$ cat src/rtl/itb_pkg.sv
package itb_pkg;
    localparam int BANK_W = 8;
    localparam int HUND_W = 7;
    localparam int SEC_W  = 32;

    localparam logic [3:0] A_EN_A  = 4'd0;
    localparam logic [3:0] A_EN_B  = 4'd1;
    localparam logic [3:0] A_FLG_A = 4'd2;
    localparam logic [3:0] A_FLG_B = 4'd3;
    localparam logic [3:0] A_HUND  = 4'd4;
    localparam logic [3:0] A_SEC0  = 4'd5;
    localparam logic [3:0] A_SEC1  = 4'd6;
    localparam logic [3:0] A_SEC2  = 4'd7;
    localparam logic [3:0] A_SEC3  = 4'd8;

    localparam logic [HUND_W-1:0] HUND_LAST = 7'd99;
endpackage

$ cat src/rtl/itb_clock.sv
module itb_clock
    import itb_pkg::*;
#(
    parameter int TICKS_PER_CS = 10000
) (
    input  logic                clk,
    input  logic                rst_n,
    input  logic                tick_en,
    input  logic                hund_we,
    input  logic [3:0]          sec_we,
    input  logic [7:0]          wdata,
    input  logic                capture,
    output logic [HUND_W-1:0]   hund_o,
    output logic [SEC_W-1:0]    snap_o,
    output logic [3:0]          tb_pulse_o
);
    localparam int PRE_W = $clog2(TICKS_PER_CS + 1);
    localparam logic [PRE_W-1:0] PRE_LAST = PRE_W'(TICKS_PER_CS - 1);

    typedef struct packed {
        logic [PRE_W-1:0]  pre;
        logic [HUND_W-1:0] hund;
        logic [SEC_W-1:0]  secs;
        logic [3:0]        dec;
        logic [23:0]       stage;
        logic [SEC_W-1:0]  snap;
    } clk_st_t;

    clk_st_t st_q, st_d;
    logic    cs_hit;
    logic    tenth_hit;
    logic    sec_hit;
    logic    dsec_hit;

    always_comb begin
        st_d      = st_q;
        cs_hit    = tick_en && (st_q.pre == PRE_LAST);
        tenth_hit = cs_hit && ((st_q.hund % 7'd10) == 7'd9);
        sec_hit   = cs_hit && (st_q.hund >= HUND_LAST);
        dsec_hit  = sec_hit && (st_q.dec == 4'd9);

        if (tick_en) begin
            st_d.pre = cs_hit ? '0 : st_q.pre + 1'b1;
        end

        if (hund_we) begin
            st_d.hund = (wdata < 8'd100) ? wdata[HUND_W-1:0] : '0;
        end else if (cs_hit) begin
            st_d.hund = sec_hit ? '0 : st_q.hund + 1'b1;
        end

        if (sec_hit) begin
            st_d.dec = (st_q.dec == 4'd9) ? 4'd0 : st_q.dec + 4'd1;
        end

        for (int k = 0; k < 3; k++) begin
            if (sec_we[k]) begin
                st_d.stage[8*k +: 8] = wdata;
            end
        end

        if (sec_we[3]) begin
            st_d.secs = {wdata, st_q.stage};
        end else if (sec_hit) begin
            st_d.secs = st_q.secs + 32'd1;
        end

        if (capture) begin
            st_d.snap = st_q.secs;
        end
    end

    always_ff @(posedge clk or negedge rst_n) begin
        if (!rst_n) begin
            st_q <= '0;
        end else begin
            st_q <= st_d;
        end
    end

    assign hund_o     = st_q.hund;
    assign snap_o     = st_q.snap;
    assign tb_pulse_o = {dsec_hit, sec_hit, tenth_hit, cs_hit};
endmodule

$ cat src/rtl/itb_flagbank.sv
module itb_flagbank #(
    parameter int          W    = 8,
    parameter logic [W-1:0] IMPL = '1
) (
    input  logic         clk,
    input  logic         rst_n,
    input  logic [W-1:0] set_i,
    input  logic [W-1:0] clr_i,
    input  logic         en_we_i,
    input  logic [W-1:0] en_wdata_i,
    output logic [W-1:0] flags_o,
    output logic [W-1:0] en_o,
    output logic         pend_o
);
    typedef struct packed {
        logic [W-1:0] flags;
        logic [W-1:0] en;
    } bank_st_t;

    bank_st_t st_q, st_d;

    always_comb begin
        st_d       = st_q;
        st_d.flags = ((st_q.flags & ~clr_i) | set_i) & IMPL;
        if (en_we_i) begin
            st_d.en = en_wdata_i & IMPL;
        end
    end

    always_ff @(posedge clk or negedge rst_n) begin
        if (!rst_n) begin
            st_q <= '0;
        end else begin
            st_q <= st_d;
        end
    end

    assign flags_o = st_q.flags;
    assign en_o    = st_q.en;
    assign pend_o  = |(st_q.flags & st_q.en);
endmodule

$ cat src/rtl/irq_tick_unit.sv
module irq_tick_unit
    import itb_pkg::*;
#(
    parameter int TICKS_PER_CS = 10000
) (
    input  logic       clk,
    input  logic       rst_n,
    input  logic       tick_en,
    input  logic [3:0] ev_bank_a,
    input  logic [4:0] ev_bank_b,
    input  logic       bus_en,
    input  logic       bus_wr,
    input  logic [3:0] bus_addr,
    input  logic [7:0] bus_wdata,
    output logic [7:0] bus_rdata,
    output logic       irq
);
    localparam logic [BANK_W-1:0] IMPL_A = 8'hFF;
    localparam logic [BANK_W-1:0] IMPL_B = 8'h1F;

    logic              wr_en_a, wr_en_b, wr_flg_a, wr_flg_b, wr_hund, rd_hund;
    logic [3:0]        wr_sec;
    logic [BANK_W-1:0] clr_a, clr_b, set_a, set_b;
    logic [BANK_W-1:0] flags_a, flags_b, en_a, en_b;
    logic              pend_a, pend_b;
    logic [HUND_W-1:0] hund;
    logic [SEC_W-1:0]  snap;
    logic [3:0]        tb_pulse;
    logic              irq_d, irq_q;

    always_comb begin
        wr_en_a  = bus_en && bus_wr && (bus_addr == A_EN_A);
        wr_en_b  = bus_en && bus_wr && (bus_addr == A_EN_B);
        wr_flg_a = bus_en && bus_wr && (bus_addr == A_FLG_A);
        wr_flg_b = bus_en && bus_wr && (bus_addr == A_FLG_B);
        wr_hund  = bus_en && bus_wr && (bus_addr == A_HUND);
        rd_hund  = bus_en && !bus_wr && (bus_addr == A_HUND);
        for (int k = 0; k < 4; k++) begin
            wr_sec[k] = bus_en && bus_wr && (bus_addr == A_SEC0 + 4'(k));
        end
        clr_a = wr_flg_a ? bus_wdata : '0;
        clr_b = wr_flg_b ? bus_wdata : '0;
        set_a = {ev_bank_a, tb_pulse};
        set_b = {3'b000, ev_bank_b};
    end

    itb_clock #(
        .TICKS_PER_CS(TICKS_PER_CS)
    ) u_clock (
        .clk        (clk),
        .rst_n      (rst_n),
        .tick_en    (tick_en),
        .hund_we    (wr_hund),
        .sec_we     (wr_sec),
        .wdata      (bus_wdata),
        .capture    (rd_hund),
        .hund_o     (hund),
        .snap_o     (snap),
        .tb_pulse_o (tb_pulse)
    );

    itb_flagbank #(.W(BANK_W), .IMPL(IMPL_A)) u_bank_a (
        .clk        (clk),
        .rst_n      (rst_n),
        .set_i      (set_a),
        .clr_i      (clr_a),
        .en_we_i    (wr_en_a),
        .en_wdata_i (bus_wdata),
        .flags_o    (flags_a),
        .en_o       (en_a),
        .pend_o     (pend_a)
    );

    itb_flagbank #(.W(BANK_W), .IMPL(IMPL_B)) u_bank_b (
        .clk        (clk),
        .rst_n      (rst_n),
        .set_i      (set_b),
        .clr_i      (clr_b),
        .en_we_i    (wr_en_b),
        .en_wdata_i (bus_wdata),
        .flags_o    (flags_b),
        .en_o       (en_b),
        .pend_o     (pend_b)
    );

    always_comb begin
        irq_d = pend_a || pend_b;
    end

    always_ff @(posedge clk or negedge rst_n) begin
        if (!rst_n) begin
            irq_q <= 1'b0;
        end else begin
            irq_q <= irq_d;
        end
    end

    assign irq = irq_q;

    always_comb begin
        case (bus_addr)
            A_EN_A:  bus_rdata = en_a;
            A_EN_B:  bus_rdata = en_b;
            A_FLG_A: bus_rdata = flags_a;
            A_FLG_B: bus_rdata = flags_b;
            A_HUND:  bus_rdata = {1'b0, hund};
            A_SEC0:  bus_rdata = snap[7:0];
            A_SEC1:  bus_rdata = snap[15:8];
            A_SEC2:  bus_rdata = snap[23:16];
            A_SEC3:  bus_rdata = snap[31:24];
            default: bus_rdata = 8'h00;
        endcase
    end
endmodule

$ cat config.mk
export PLATFORM = sky130hd
export DESIGN_NAME = irq_tick_unit
export DESIGN_NICKNAME = d
export VERILOG_FILES = /design/src/rtl/itb_pkg.sv /design/src/rtl/itb_clock.sv /design/src/rtl/itb_flagbank.sv /design/src/rtl/irq_tick_unit.sv
export SDC_FILE = /design/constraint.sdc
export NUM_CORES = 1
export LEC_CHECK = 0
export ABC_AREA = 1
export ABC_CLOCK_PERIOD_IN_PS = 3400
export BUFFER_PORTS_ARGS = -buffer_cell sky130_fd_sc_hd__buf_2
export CAP_MARGIN = 10
export CORE_MARGIN = 2
export CORE_UTILIZATION = 40
export CTS_BUF_LIST = sky130_fd_sc_hd__clkbuf_8 sky130_fd_sc_hd__clkbuf_16
export DETAILED_ROUTE_END_ITERATION = 10
export PLACE_DENSITY_LB_ADDON = 0.2
export SYNTH_ARGS = -nofsm -noshare
export SYNTH_HDL_FRONTEND = slang
export SYNTH_SLANG_ARGS = --single-unit
$ cat constraint.sdc
create_clock -name clk -period 3.4 [get_ports clk]
set_input_delay 0.68 -clock clk [delete_from_list [all_inputs] [get_ports clk]]
set_output_delay 0.68 -clock clk [all_outputs]
set_load 0.02 [all_outputs]
==> summary.md, run 1 <==
In this design, the stage delay of the slowest critical-path cell is 0.38 ns. The xor and xnor fraction of the mapped netlist area works out to 0.03496. At the later pin of the worst-skew pair, clock insertion delay measures 0.44 ns.

The min-delay analysis places its worst path in the category input pin to asynchronous set/reset pin. The logs give 0.2274 for the overall fraction of global-route tracks in use and 0 for the yosys synthesis warning count. In this run, synthesis produced a sequential element count of 140. The run gives 0.4045 as the starting density of the core.

The tools report the DRC violation count after routing as 0. The first global-routing pass estimated 34680 µm of wire. The share of total power in the clock network is 0.362, and the fraction of the mapped netlist area in adder cells is 0.008324. The tools report the via count of the first global-routing pass as 6166. The core box area was 18580 µm²; the fraction of synthesized area in multiplexers was 0.001498.

The average vias per placed instance was 5.193; the number of cell rows was 50. In this run the clock root is driven by a sky130_fd_sc_hd__clkbuf_16. Setup repair after global routing left no endpoint under its margin. The worst setup path is captured at a primary output. The number of nets in the synthesized netlist is 1014. Between clock sinks in the finished design, the worst skew comes to 0.02099 ns.

The first routing iteration left 630 violations. The total grt overflow was 0; the combinational group share of total power was 0.217. At the worst endpoint, the required time is 2.72 ns. For the pin with the worst max-slew slack, the measured transition is 0.6902 ns. In the final timing run, aggregate negative setup slack is 0 ns. The run gives 0.4607 as the core utilization of the finished layout. The post-route clock period utilization is 0.8356. The tree built by TritonCTS fans out to 140 sinks.

The share of total power in sequential cells came out at 0.421. In this run the post-CTS setup repair buffer count came out at 0. Counting the buffers created by CTS gives 17. Once detail routing completed, the nets flagged for antenna violations numbered 0. Count of buffers inserted at the top-level ports: 34.

The die width came out at 141.1 µm. TritonCTS built the clock tree. Routed wire length: 21800 µm.

The run gives 0 as the count of pins over their slew limit. The fraction of synthesis flops using an asynchronous set or reset pin is 1.000, and the simple-gate area share of the yosys netlist is 0.2705. Across all register-to-register paths, the minimum setup slack is 1.13 ns. For this design the top-level I/O count stands at 35. The area growth from synthesis to layout was 13.88%. The tools report the number of fillers in the final layout as 1859. By area the synthesized netlist is led by sky130_fd_sc_hd__dfrtp_1, sky130_fd_sc_hd__nand2_1, sky130_fd_sc_hd__o21ai_0. For the number of library cell types mapped by synthesis, the log shows 41. The share of cells above drive strength 1 came out at 0.1014.

In the synthesized netlist the dominant register cell turns out to be sky130_fd_sc_hd__dfrtp_1. In this run the critical register-to-register path is launched from u_clock.st_q[99]$_DFFE_PN0P_. After clock tree synthesis, the repair step resized 0 gates. Summed over all instances, the cell type with the most area after synthesis is sky130_fd_sc_hd__dfrtp_1. The repair_antennas step left the layout with diodes totalling 0. Yosys mapped a number of flops with a built-in enable equal to 0. The cell with the most instances after synthesis is sky130_fd_sc_hd__nand2_1. The switching power was 1.872 mW. Across the VDD grid, the largest voltage drop is 0.0003921 V. Dividing the synthesized area by the synthesized cell count gives 7.646 µm².

In this run the deepest clock path goes through 2 buffers. The cell at the slowest stage of the critical path was sky130_fd_sc_hd__nor2_2. The initial antenna violation count is 0, and the weighted congestion at the end of routability-driven global placement is 0.9070. The signal on the critical path passes through buf_2 -> nor2_1 -> inv_1 -> nor2_2 -> nand2_1 -> o21ai_0 -> a221oi_1 -> nand2_1 -> buf_2. For the net count of the finished layout, the log shows 1054. The post-CTS clock slew at the launch and capture registers of the worst setup and hold paths is 0.07 ns, and the upper clock frequency limit is 0.3520 GHz. The flow ran to the end, and the final reports show no timing, DRC or antenna violations. The worst-case headroom to the max-slew limit is 0.5399, and the total setup violations reported at the end of the flow is 0. The power density over the cells was 649.7 nW/µm². Data on the critical path arrives at its endpoint at 2.16 ns. After synthesis, the largest family of logic cells by area is simple AND/OR/NAND/NOR gates. The internal power of the cells totals 3.689 mW. The tools report the number of H-tree levels as 4. Entering global routing, the biggest net connects 72 pins. The top cell type's share of synthesized area was 0.4661; the final number of hold-violating endpoints was 0.

The synthesized cell area was 7516 µm². The analysis attributes to cell leakage a power of 4.183 nW. The die is 141.1 µm tall.

The commonest cells after synthesis are sky130_fd_sc_hd__nand2_1, sky130_fd_sc_hd__dfrtp_1, sky130_fd_sc_hd__inv_1. The tool flagged a number of max-cap violations equal to 0. The tools report the terminus of the critical flop-to-flop path as u_clock.st_q[86]$_DFFE_PN0P_. The critical path in this run is classified as input pin to primary output. The smallest clock period supported by the final layout is computed as 2.841 ns. The post-detailed-route wirelength per cell is 17.17 µm. The fraction of the mapped netlist area in compound gates works out to 0.1373. The switching share of power is 0.3367. Synthesis produced a netlist whose cell count is 983.

The biggest fanout along the worst timing path is 9. Routed via count: 6595. Portion of the post-synthesis area used by sequential elements: 0.4661. The die covers 19900 µm². In this run, post-CTS hold repair placed 0 buffers. The worst setup path is launched from an input pin. The HPWL after detailed placement is 15920 µm. The first detailed-routing pass ran for 5 iterations. The number of cells on the worst reg-to-reg path works out to 10.
## power by group through the flow
| stage | Combinational [mW] | Sequential (mW) | Clock [mW] |
|---|---|---|---|
| finish | 1.21 | 2.34 | 2.01 |
| global route | 1.38 | 2.39 | 2.12 |
| CTS | 1.21 | 2.33 | 2.04 |
| detailed placement | 1.21 | 2.35 | 0 |
| global placement | 1.18 | 2.36 | 0 |
| floorplan | 0.883 | 2.26 | 0 |
## cell families (layout without fill, tap and decap cells)
family | count (synthesis) | count (layout)
and+or+nand+nor | 481 | 481
AOI/OAI and AO/OA | 176 | 176
buffers and inverters | 150 | 203
DFF | 140 | 140
xor gates and xnor gates | 30 | 30
adders and majority gates | 5 | 5
muxes | 1 | 1
## worst max-delay path by stage
| stage | startpoint | to | cells after the start |
|---|---|---|---|
| finish | bus_addr[2] | bus_rdata[5] | 9 |
| global route | bus_addr[2] | bus_rdata[5] | 9 |
| CTS | bus_addr[2] | bus_rdata[5] | 9 |
| detailed placement | bus_en | u_clock.st_q[71]$_DFFE_PN0P_ | 9 |
| global placement | bus_en | u_clock.st_q[60]$_DFFE_PN0P_ | 9 |
| floorplan | bus_addr[2] | bus_rdata[0] | 6 |
## cell usage in the layout, fill, tap and decap left out, drive strengths merged, types with 13 or more instances in the layout
cell / n
nand2: 310
dfrtp: 140
inv: 125
o21ai: 106
nor2: 76
nand3: 61
buf: 43
xor2: 28
nor3: 23
a21oi: 19
clkbuf: 18
o211ai: 13
## worst max-delay path, delay by kind of cell
family | cells | cell delay (ns)
AND/OR/NAND/NOR | 4 | 0.84
buffers and inverters | 3 | 0.41
AO/OA/AOI/OAI | 2 | 0.21
## stage by stage
stage / power (mW) / hold WS [ns] / setup slack (ns) / cell area (µm²) / instances
floorplan: 3.138 / 0.3844 / 1.069 / 7516 / 983
CTS: 5.587 / 0.2811 / 0.6194 / 8559 / 1270
finish: 5.561 / 0.2453 / 0.5591 / 8559 / 1270
detailed placement: 3.558 / 0.4746 / 0.6647 / 7928 / 1238
global placement: 3.545 / 0.4688 / 0.7106 / 7928 / 1238
global route: 5.891 / 0.3091 / 0.4223 / 8559 / 1270
## cell type report
| type | instances | area [µm²] | area share |
|---|---|---|---|
| Timing Repair Buffer | 43 | 244.0 | 0.02850 |
| Inverter | 128 | 480.5 | 0.05613 |
| Sequential cell | 140 | 3503 | 0.4093 |
| Clock inverter | 14 | 192.7 | 0.02251 |
| Clock buffer | 18 | 439.2 | 0.05131 |
| Tap cell | 234 | 292.8 | 0.03421 |
| Multi-Input combinational cell | 693 | 3407 | 0.3980 |
## metal layers
layer,track usage,routed length [µm]
met2,0.3411,9681
met4,0.07105,333
met1,0.3349,10810
met5,0,0
met3,0.04076,982
## flip-flops by register name (all words and copies together), names as in the netlist
| signal | count |
|---|---|
| irq | 1 |
| u_clock.hund_o | 7 |
| u_bank_a.flags_o | 8 |
| u_clock.st_q | 74 |
| u_bank_b.flags_o | 5 |
| u_bank_b.en_o | 5 |
| u_clock.snap_o | 32 |
| u_bank_a.en_o | 8 |
(Power assumes the default switching activity.)
==> run 2, diff against run 1 <==
--- a/config.mk
+++ b/config.mk
@@ -6,7 +6,7 @@
 export NUM_CORES = 1
 export LEC_CHECK = 0
 export ABC_AREA = 1
-export ABC_CLOCK_PERIOD_IN_PS = 3400
+export ABC_CLOCK_PERIOD_IN_PS = 2820
 export BUFFER_PORTS_ARGS = -buffer_cell sky130_fd_sc_hd__buf_2
 export CAP_MARGIN = 10
 export CORE_MARGIN = 2
==> constraint.sdc (replaced) <==
create_clock -name clk -period 2.82 [get_ports clk]
set_input_delay 0.564 -clock clk [delete_from_list [all_inputs] [get_ports clk]]
set_output_delay 0.564 -clock clk [all_outputs]
set_load 0.02 [all_outputs]
==> run 2 against run 1 <==
  * Power up 22%
  * Register-to-register slack got worse by 0.40 ns
  * Cell count grew 0.31%
  * Combinational power rose by 19%
  * Count of clock-buffer cells in the layout fell by 1
  * Highest routed layer unchanged
==> summary.md, run 2 (synthesized netlist as in run 1, its figures left out) <==
The tools report the final number of hold-violating endpoints as 0 (unchanged). The full die area came out at 19900 µm² (unchanged). The logs give 0.43 ns (was 0.44 ns) for the insertion delay of the later-clocked pin in the worst-skew pair and 4.216 nW (was 4.183 nW) for the leakage power. The run gives 1242 (was 1238) as the total instance count after detailed placement. The detailed router's first-iteration violation count is 601 (was 630), and the post-CTS setup buffer count is 0 (unchanged). Sequential cell area: 3503 µm² (unchanged).

The flow ran to the end, and the final reports show no timing, DRC or antenna violations. The number of flip-flops in the largest register is 74 (unchanged). The tools report the number of routed nets with antenna violations as 0 (unchanged). The core box area was 18580 µm² (unchanged). The total clock sinks was 140 (unchanged). After layout, the minimum clock period comes to 2.522 ns. The run gives 2 (unchanged) as the maximum number of buffers from clock root to sink. The path category of the worst min-delay check was input pin to asynchronous set/reset pin (unchanged). The die width came out at 141.1 µm (unchanged). For the arrival time reported for the critical path endpoint, the log shows 1.96 ns (was 2.16 ns). The number of cell rows is 50 (unchanged), and the post-cts resize count is 0 (unchanged). The cell at the root of the clock tree was sky130_fd_sc_hd__clkbuf_16 (unchanged). Setup repair after global routing left no endpoint under its margin.

The worst vdd rail ir drop came out at 0.0004730 V (was 0.0003921 V). The run gives 0 (unchanged) as the total setup violations reported at the end of the flow. The run gives 58 (was 72) as the pin count of the biggest net entering global routing. The setup skew after layout was 0.01051 ns (was 0.02099 ns). The kind of start point of the critical path was an input pin (unchanged). The overall fraction of global-route tracks in use was 0.2337 (was 0.2274); the post-detailed-placement half-perimeter wirelength was 16010 µm (was 15920 µm). The power density over the cells works out to 784.8 nW/µm² (was 649.7 nW/µm²). The upper clock frequency limit was 0.3966 GHz; the via count of the first global-routing pass was 6495 (was 6166). The critical path class is input pin to primary output (unchanged).

The weighted congestion at the end of routability-driven global placement came out at 0.9230 (was 0.9070). The first-pass GRT wire length is 35760 µm (was 34680 µm), and the worst-case headroom to the max-slew limit is 0.5500 (was 0.5399). The count of maximum capacitance violations is 0 (unchanged). The count of buffers inserted at the top-level ports works out to 34 (unchanged).

The tools report the number of diodes as 0 (unchanged). For the total grt overflow, the log shows 0 (unchanged). The worst hold margin was 0.1204 ns (was 0.2453 ns); the number of H-tree levels was 4 (unchanged). The run gives 17 (unchanged) as the total CTS buffers. Floorplan die height: 141.1 µm (unchanged).

Commonest non-fill, non-tap cells in the layout: sky130_fd_sc_hd__nand2_1, sky130_fd_sc_hd__dfrtp_1, sky130_fd_sc_hd__inv_1 (unchanged). Post-detailed-route wirelength per cell: 17.47 µm (was 17.17 µm). The top register by number of flip-flops was u_clock.st_q (unchanged). The count of pins over their slew limit is 0 (unchanged). The post-route clock period utilization was 0.8942; the multi-input combinational cell area was 3407 µm² (unchanged). The core utilization of the finished layout is 0.4637 (was 0.4607). The slew at the pin closest to its max-slew limit is 0.6750 ns (was 0.6902 ns), and the post-CTS clock slew at the launch and capture registers of the worst setup and hold paths is 0.06 ns (was 0.07 ns). Sum of negative setup slack: 0 ns (unchanged). The logs give 0.2985 ns (was 0.5591 ns) for the worst-case setup margin in the final layout and 35 (unchanged) for the number of placed I/O pins.

The data required time at the worst endpoint is 2.26 ns (was 2.72 ns). The run gives 6729 (was 6595) as the routed via count. Post-placement setup slack: 0.3282 ns (was 0.6647 ns). TritonCTS built the clock tree. The logs give 0.4045 (unchanged) for the starting density of the core and 0 (unchanged) for the number of buffers inserted by hold repair at cts. The average vias per placed instance came out at 5.282 (was 5.193).

Share of cells above drive strength 1: 0.1048 (was 0.1014). The tools report the critical path capture point type as a primary output (unchanged). The tools report the post-route non-filler standard cell count as 1274 (was 1270). The logs give 22250 µm (was 21800 µm) for the routed wire length and 0 (unchanged) for the initial antenna violation count.

The count of TritonRoute iterations in the first routing pass came out at 5 (unchanged). The DRC violation count after routing is 0 (unchanged), and the net count of the finished layout is 1058 (was 1054). Area growth from synthesis to layout: 14.63% (was 13.88%). Number of fillers in the final layout: 1892 (was 1859).

Commonest non-fill, non-tap cell in the layout: sky130_fd_sc_hd__nand2_1 (unchanged). The biggest fanout along the worst timing path works out to 4 (was 9).
## run 2: cell types whose count changed in the layout (fill, tap and decap cells not counted)
cell | before | now
sky130_fd_sc_hd__buf_12 | 0 | 1
sky130_fd_sc_hd__inv_6 | 2 | 1
sky130_fd_sc_hd__clkinvlp_4 | 3 | 2
sky130_fd_sc_hd__clkbuf_8 | 1 | 0
sky130_fd_sc_hd__buf_4 | 9 | 12
sky130_fd_sc_hd__clkinv_4 | 2 | 3
sky130_fd_sc_hd__bufinv_16 | 4 | 5
sky130_fd_sc_hd__clkinv_2 | 3 | 4
## run 2: area by class of cell
| type | count | area share |
|---|---|---|
| Sequential cell | 140 | 0.4066 |
| Clock inverter | 15 | 0.02556 |
| Clock buffer | 17 | 0.04938 |
| Tap cell | 234 | 0.03398 |
| Multi-Input combinational cell | 693 | 0.3954 |
| Timing Repair Buffer | 47 | 0.03326 |
| Inverter | 128 | 0.05577 |
## run 2: worst paths after layout
path                                                  to                    startpoint  depth (start not counted)  slack [ns]
setup / recovery                            bus_rdata[4]                   bus_addr[2]                          9        0.30
hold / removal             u_bank_b.flags_o[0]$_DFF_PN0_                         rst_n                          1        0.12
hold reg to reg             u_clock.st_q[54]$_DFFE_PN0P_  u_clock.st_q[54]$_DFFE_PN0P_                          2        0.49
setup reg to reg            u_clock.st_q[91]$_DFFE_PN0P_  u_clock.st_q[61]$_DFFE_PN0P_                          8        0.73
max in group asynchronous   u_clock.st_q[35]$_DFFE_PN0P_                         rst_n                          2        2.00
min in group clk           u_bank_b.flags_o[4]$_DFF_PN0_                  ev_bank_b[4]                          3        0.32
## run 2: layer usage
metal,track usage,up-vias,routed length (µm),part of all wire
met5,0,-,0,0
met4,0.06947,0,345,0.016
met3,0.05299,27,1314,0.059
met2,0.3498,212,9920,0.45
met1,0.3386,3215,10670,0.48
li1,-,3275,-,-
## run 2: power by group
part	leakage (nW)	switching [mW]	internal, mW
clock	0.313	0.917	1.57
combinational	2.22	0.933	0.512
sequential	1.69	0.398	2.43
total	4.22	2.25	4.51
## run 2: worst max-delay path: stages
cell,delay [ns]
sky130_fd_sc_hd__buf_2,0.13
sky130_fd_sc_hd__nor2_1,0.20
sky130_fd_sc_hd__inv_1,0.09
sky130_fd_sc_hd__nor3_1,0.29
sky130_fd_sc_hd__buf_4,0.19
sky130_fd_sc_hd__nand2_1,0.08
sky130_fd_sc_hd__o2111a_1,0.13
sky130_fd_sc_hd__nand3_1,0.11
sky130_fd_sc_hd__buf_2,0.18
## run 2: per-stage QoR
stage	cell area [µm²]	power, mW
floorplan	7516	3.784
CTS	8616	6.781
finish	8616	6.762
detailed placement	7970	4.284
global route	8616	7.184
global placement	7970	4.268
==> run 3, diff against run 2 <==
--- a/config.mk
+++ b/config.mk
@@ -6,12 +6,13 @@
 export NUM_CORES = 1
 export LEC_CHECK = 0
 export ABC_AREA = 1
-export ABC_CLOCK_PERIOD_IN_PS = 2820
+export ABC_CLOCK_PERIOD_IN_PS = 2800
 export BUFFER_PORTS_ARGS = -buffer_cell sky130_fd_sc_hd__buf_2
 export CAP_MARGIN = 10
 export CORE_MARGIN = 2
-export CORE_UTILIZATION = 40
+export CORE_UTILIZATION = 35
 export CTS_BUF_LIST = sky130_fd_sc_hd__clkbuf_8 sky130_fd_sc_hd__clkbuf_16
+export CTS_CLUSTER_DIAMETER = 100
 export DETAILED_ROUTE_END_ITERATION = 10
 export PLACE_DENSITY_LB_ADDON = 0.2
 export SYNTH_ARGS = -nofsm -noshare
==> constraint.sdc (replaced) <==
create_clock -name clk -period 2.8 [get_ports clk]
set_input_delay 0.56 -clock clk [delete_from_list [all_inputs] [get_ports clk]]
set_output_delay 0.56 -clock clk [all_outputs]
set_load 0.02 [all_outputs]
==> run 3 against run 2 <==
  * Routed wire length is 0.24% higher
  * Cell area is 0.16% lower
  * The run now ends with negative hold slack left
  * Critical path type unchanged
  * Largest cell class unchanged
  * Sequential share of layout area is 0.065 points higher
  * Die area is 14% higher
==> summary.md, run 3 (synthesized netlist as in run 1, its figures left out) <==
The tools report the overall fraction of global-route tracks in use as 0.2081 (was 0.2337). The setup skew after layout came out at 0.008385 ns (was 0.01051 ns). The starting density of the core was 0.3575 (was 0.4045).

The total CTS buffers was 17 (unchanged). For the insertion delay of the later-clocked pin in the worst-skew pair, the log shows 0.43 ns (about the same). The sum of negative setup slack is 0 ns (unchanged), and the detailed router's first-iteration violation count is 581 (was 601). The count of pins over their slew limit was 0 (unchanged). For the number of H-tree levels, the log shows 4 (unchanged). Core box area: 21020 µm² (was 18580 µm²). TritonCTS built the clock tree. The core utilization of the finished layout was 0.4092 (was 0.4637). Path category of the worst min-delay check: input pin to asynchronous set/reset pin (unchanged). The power density over the cells came out at 759.4 nW/µm² (was 784.8 nW/µm²). The top register by number of flip-flops was u_clock.st_q (unchanged).

The logs give 8602 µm² (was 8616 µm²) for the post-route cell area and 0.2667 ns (was 0.2985 ns) for the worst-case setup margin in the final layout. The weighted congestion at the end of routability-driven global placement was 0.9206 (was 0.9230); the full die area was 22660 µm² (was 19900 µm²). The number of placed I/O pins was 35 (unchanged). The count of TritonRoute iterations in the first routing pass is 7 (was 5), and the average vias per placed instance is 5.046 (was 5.282). The number of cell rows is 53 (was 50), and the post-placement setup slack is 0.2835 ns (was 0.3282 ns). The initial antenna violation count is 0 (unchanged).

Count of buffers inserted at the top-level ports: 34 (unchanged). The number of diodes was 0 (unchanged); the maximum number of buffers from clock root to sink was 2 (unchanged). The floorplan die height was 150.5 µm (was 141.1 µm). The worst hold margin is -0.004900 ns (was 0.1204 ns), and the post-route clock period utilization is 0.9047. The share of cells above drive strength 1 was 0.1039 (was 0.1048); the post-placement cell area was 8020 µm² (was 7970 µm²). The total setup violations reported at the end of the flow was 0 (unchanged). The post-CTS setup buffer count was 0 (unchanged). Setup repair after global routing left no endpoint under its margin. The data required time at the worst endpoint was 2.24 ns (was 2.26 ns); the leakage power was 4.184 nW (was 4.216 nW). Slew at the pin closest to its max-slew limit: 0.6755 ns (was 0.6750 ns). The arrival time reported for the critical path endpoint is 1.97 ns (was 1.96 ns). The checks that failed: negative hold slack. First-pass GRT wire length: 35420 µm (was 35760 µm). The critical path capture point type was a primary output (unchanged). The tools report the kind of start point of the critical path as an input pin (unchanged). For the total grt overflow, the log shows 0 (unchanged). The final number of hold-violating endpoints was 6 (was 0). The tools report the number of fillers in the final layout as 2167 (was 1892). The flow ran to the end, but the final reports show violations.

The biggest fanout along the worst timing path works out to 9 (was 4). For the post-route non-filler standard cell count, the log shows 1314 (was 1274). The total instance count after detailed placement was 1282 (was 1242). The run gives 0 (unchanged) as the count of maximum capacitance violations.

The worst vdd rail ir drop is 0.0003798 V (was 0.0004730 V), and the area growth from synthesis to layout is 14.45% (was 14.63%). The number of flip-flops in the largest register is 74 (unchanged). The tools report the cell at the root of the clock tree as sky130_fd_sc_hd__clkbuf_16 (unchanged). The tools report the via count of the first global-routing pass as 6233 (was 6495). The critical path class is input pin to primary output (unchanged). Total clock sinks: 140 (unchanged). The run gives 0 (unchanged) as the post-cts resize count. Number of buffers inserted by hold repair at cts: 0 (unchanged). The die width came out at 150.5 µm (was 141.1 µm). DRC violation count after routing: 0 (unchanged). The upper clock frequency limit was 0.3947 GHz. The total power of the final layout was 6.533 mW (was 6.762 mW); the shortest period the worst path allows was 2.533 ns.

The commonest non-fill, non-tap cell in the layout is sky130_fd_sc_hd__nand2_1 (unchanged). The post-detailed-route wirelength per cell is 16.98 µm (was 17.47 µm), and the worst-case headroom to the max-slew limit is 0.5497 (was 0.5500). Commonest non-fill, non-tap cells in the layout: sky130_fd_sc_hd__nand2_1, sky130_fd_sc_hd__dfrtp_1, sky130_fd_sc_hd__inv_1 (unchanged). The post-CTS clock slew at the launch and capture registers of the worst setup and hold paths is 0.06 ns (about the same). The number of cells on the worst reg-to-reg path was 10 (was 8). The logs give 77 (was 58) for the pin count of the biggest net entering global routing and 6630 (was 6729) for the routed via count. Routed wire length: 22310 µm (was 22250 µm). The number of routed nets with antenna violations is 0 (unchanged).

The post-detailed-placement half-perimeter wirelength came out at 16200 µm (was 16010 µm). The run gives 1057 (was 1058) as the net count of the finished layout.
[run 3: cell count changes in the layout (fill, tap and decap cells not counted), sizes merged]
cell,previous run,this run
buf,47,46
bufinv,5,1
clkbuf,17,22
clkinv,12,11
[run 3: final timing paths]
kind / start / endpoint / slack [ns]
max in group asynchronous: rst_n / u_clock.st_q[65]$_DFFE_PN0P_ / 2.02
worst max register to register: u_clock.st_q[99]$_DFFE_PN0P_ / u_clock.st_q[77]$_DFFE_PN0P_ / 0.80
worst min-delay path: rst_n / u_bank_a.en_o[2]$_DFFE_PN0P_ / -0.005
worst min register to register: u_clock.st_q[53]$_DFFE_PN0P_ / u_clock.st_q[53]$_DFFE_PN0P_ / 0.49
min in group clk: ev_bank_b[4] / u_bank_b.flags_o[4]$_DFF_PN0_ / 0.32
worst max-delay path: bus_addr[0] / bus_rdata[0] / 0.27
[run 3: cell type report]
class	instances	area (µm²)	area share
clock inverters	10	87.58	0.01018
well taps	275	344.1	0.04000
multi-input cells	693	3413	0.3968
clock buffers	22	494.2	0.05745
repair buffers	46	279.0	0.03244
flip-flops and latches	140	3503	0.4073
inverters	128	480.5	0.05585
[run 3: critical path, cell delays in order]
cell,delay (ns)
sky130_fd_sc_hd__buf_2,0.14
sky130_fd_sc_hd__inv_2,0.07
sky130_fd_sc_hd__nor2_1,0.05
sky130_fd_sc_hd__nand2_1,0.06
sky130_fd_sc_hd__clkinv_1,0.27
sky130_fd_sc_hd__nand2_1,0.15
sky130_fd_sc_hd__nand2_1,0.06
sky130_fd_sc_hd__a221oi_1,0.25
sky130_fd_sc_hd__nand3_1,0.16
sky130_fd_sc_hd__buf_2,0.19
[run 3: per-layer routing]
metal / share of wire / track usage
met1: 0.50 / 0.3155
met3: 0.056 / 0.03697
met4: 0.017 / 0.06132
met2: 0.43 / 0.3011
met5: 0 / 0
[run 3: report_power, final]
group          internal [mW]  total (mW)  switching [mW]  leakage (nW)
Combinational          0.514        1.46           0.949          2.21
Clock                   1.34        2.22           0.888         0.288
Sequential              2.45        2.85           0.395          1.69
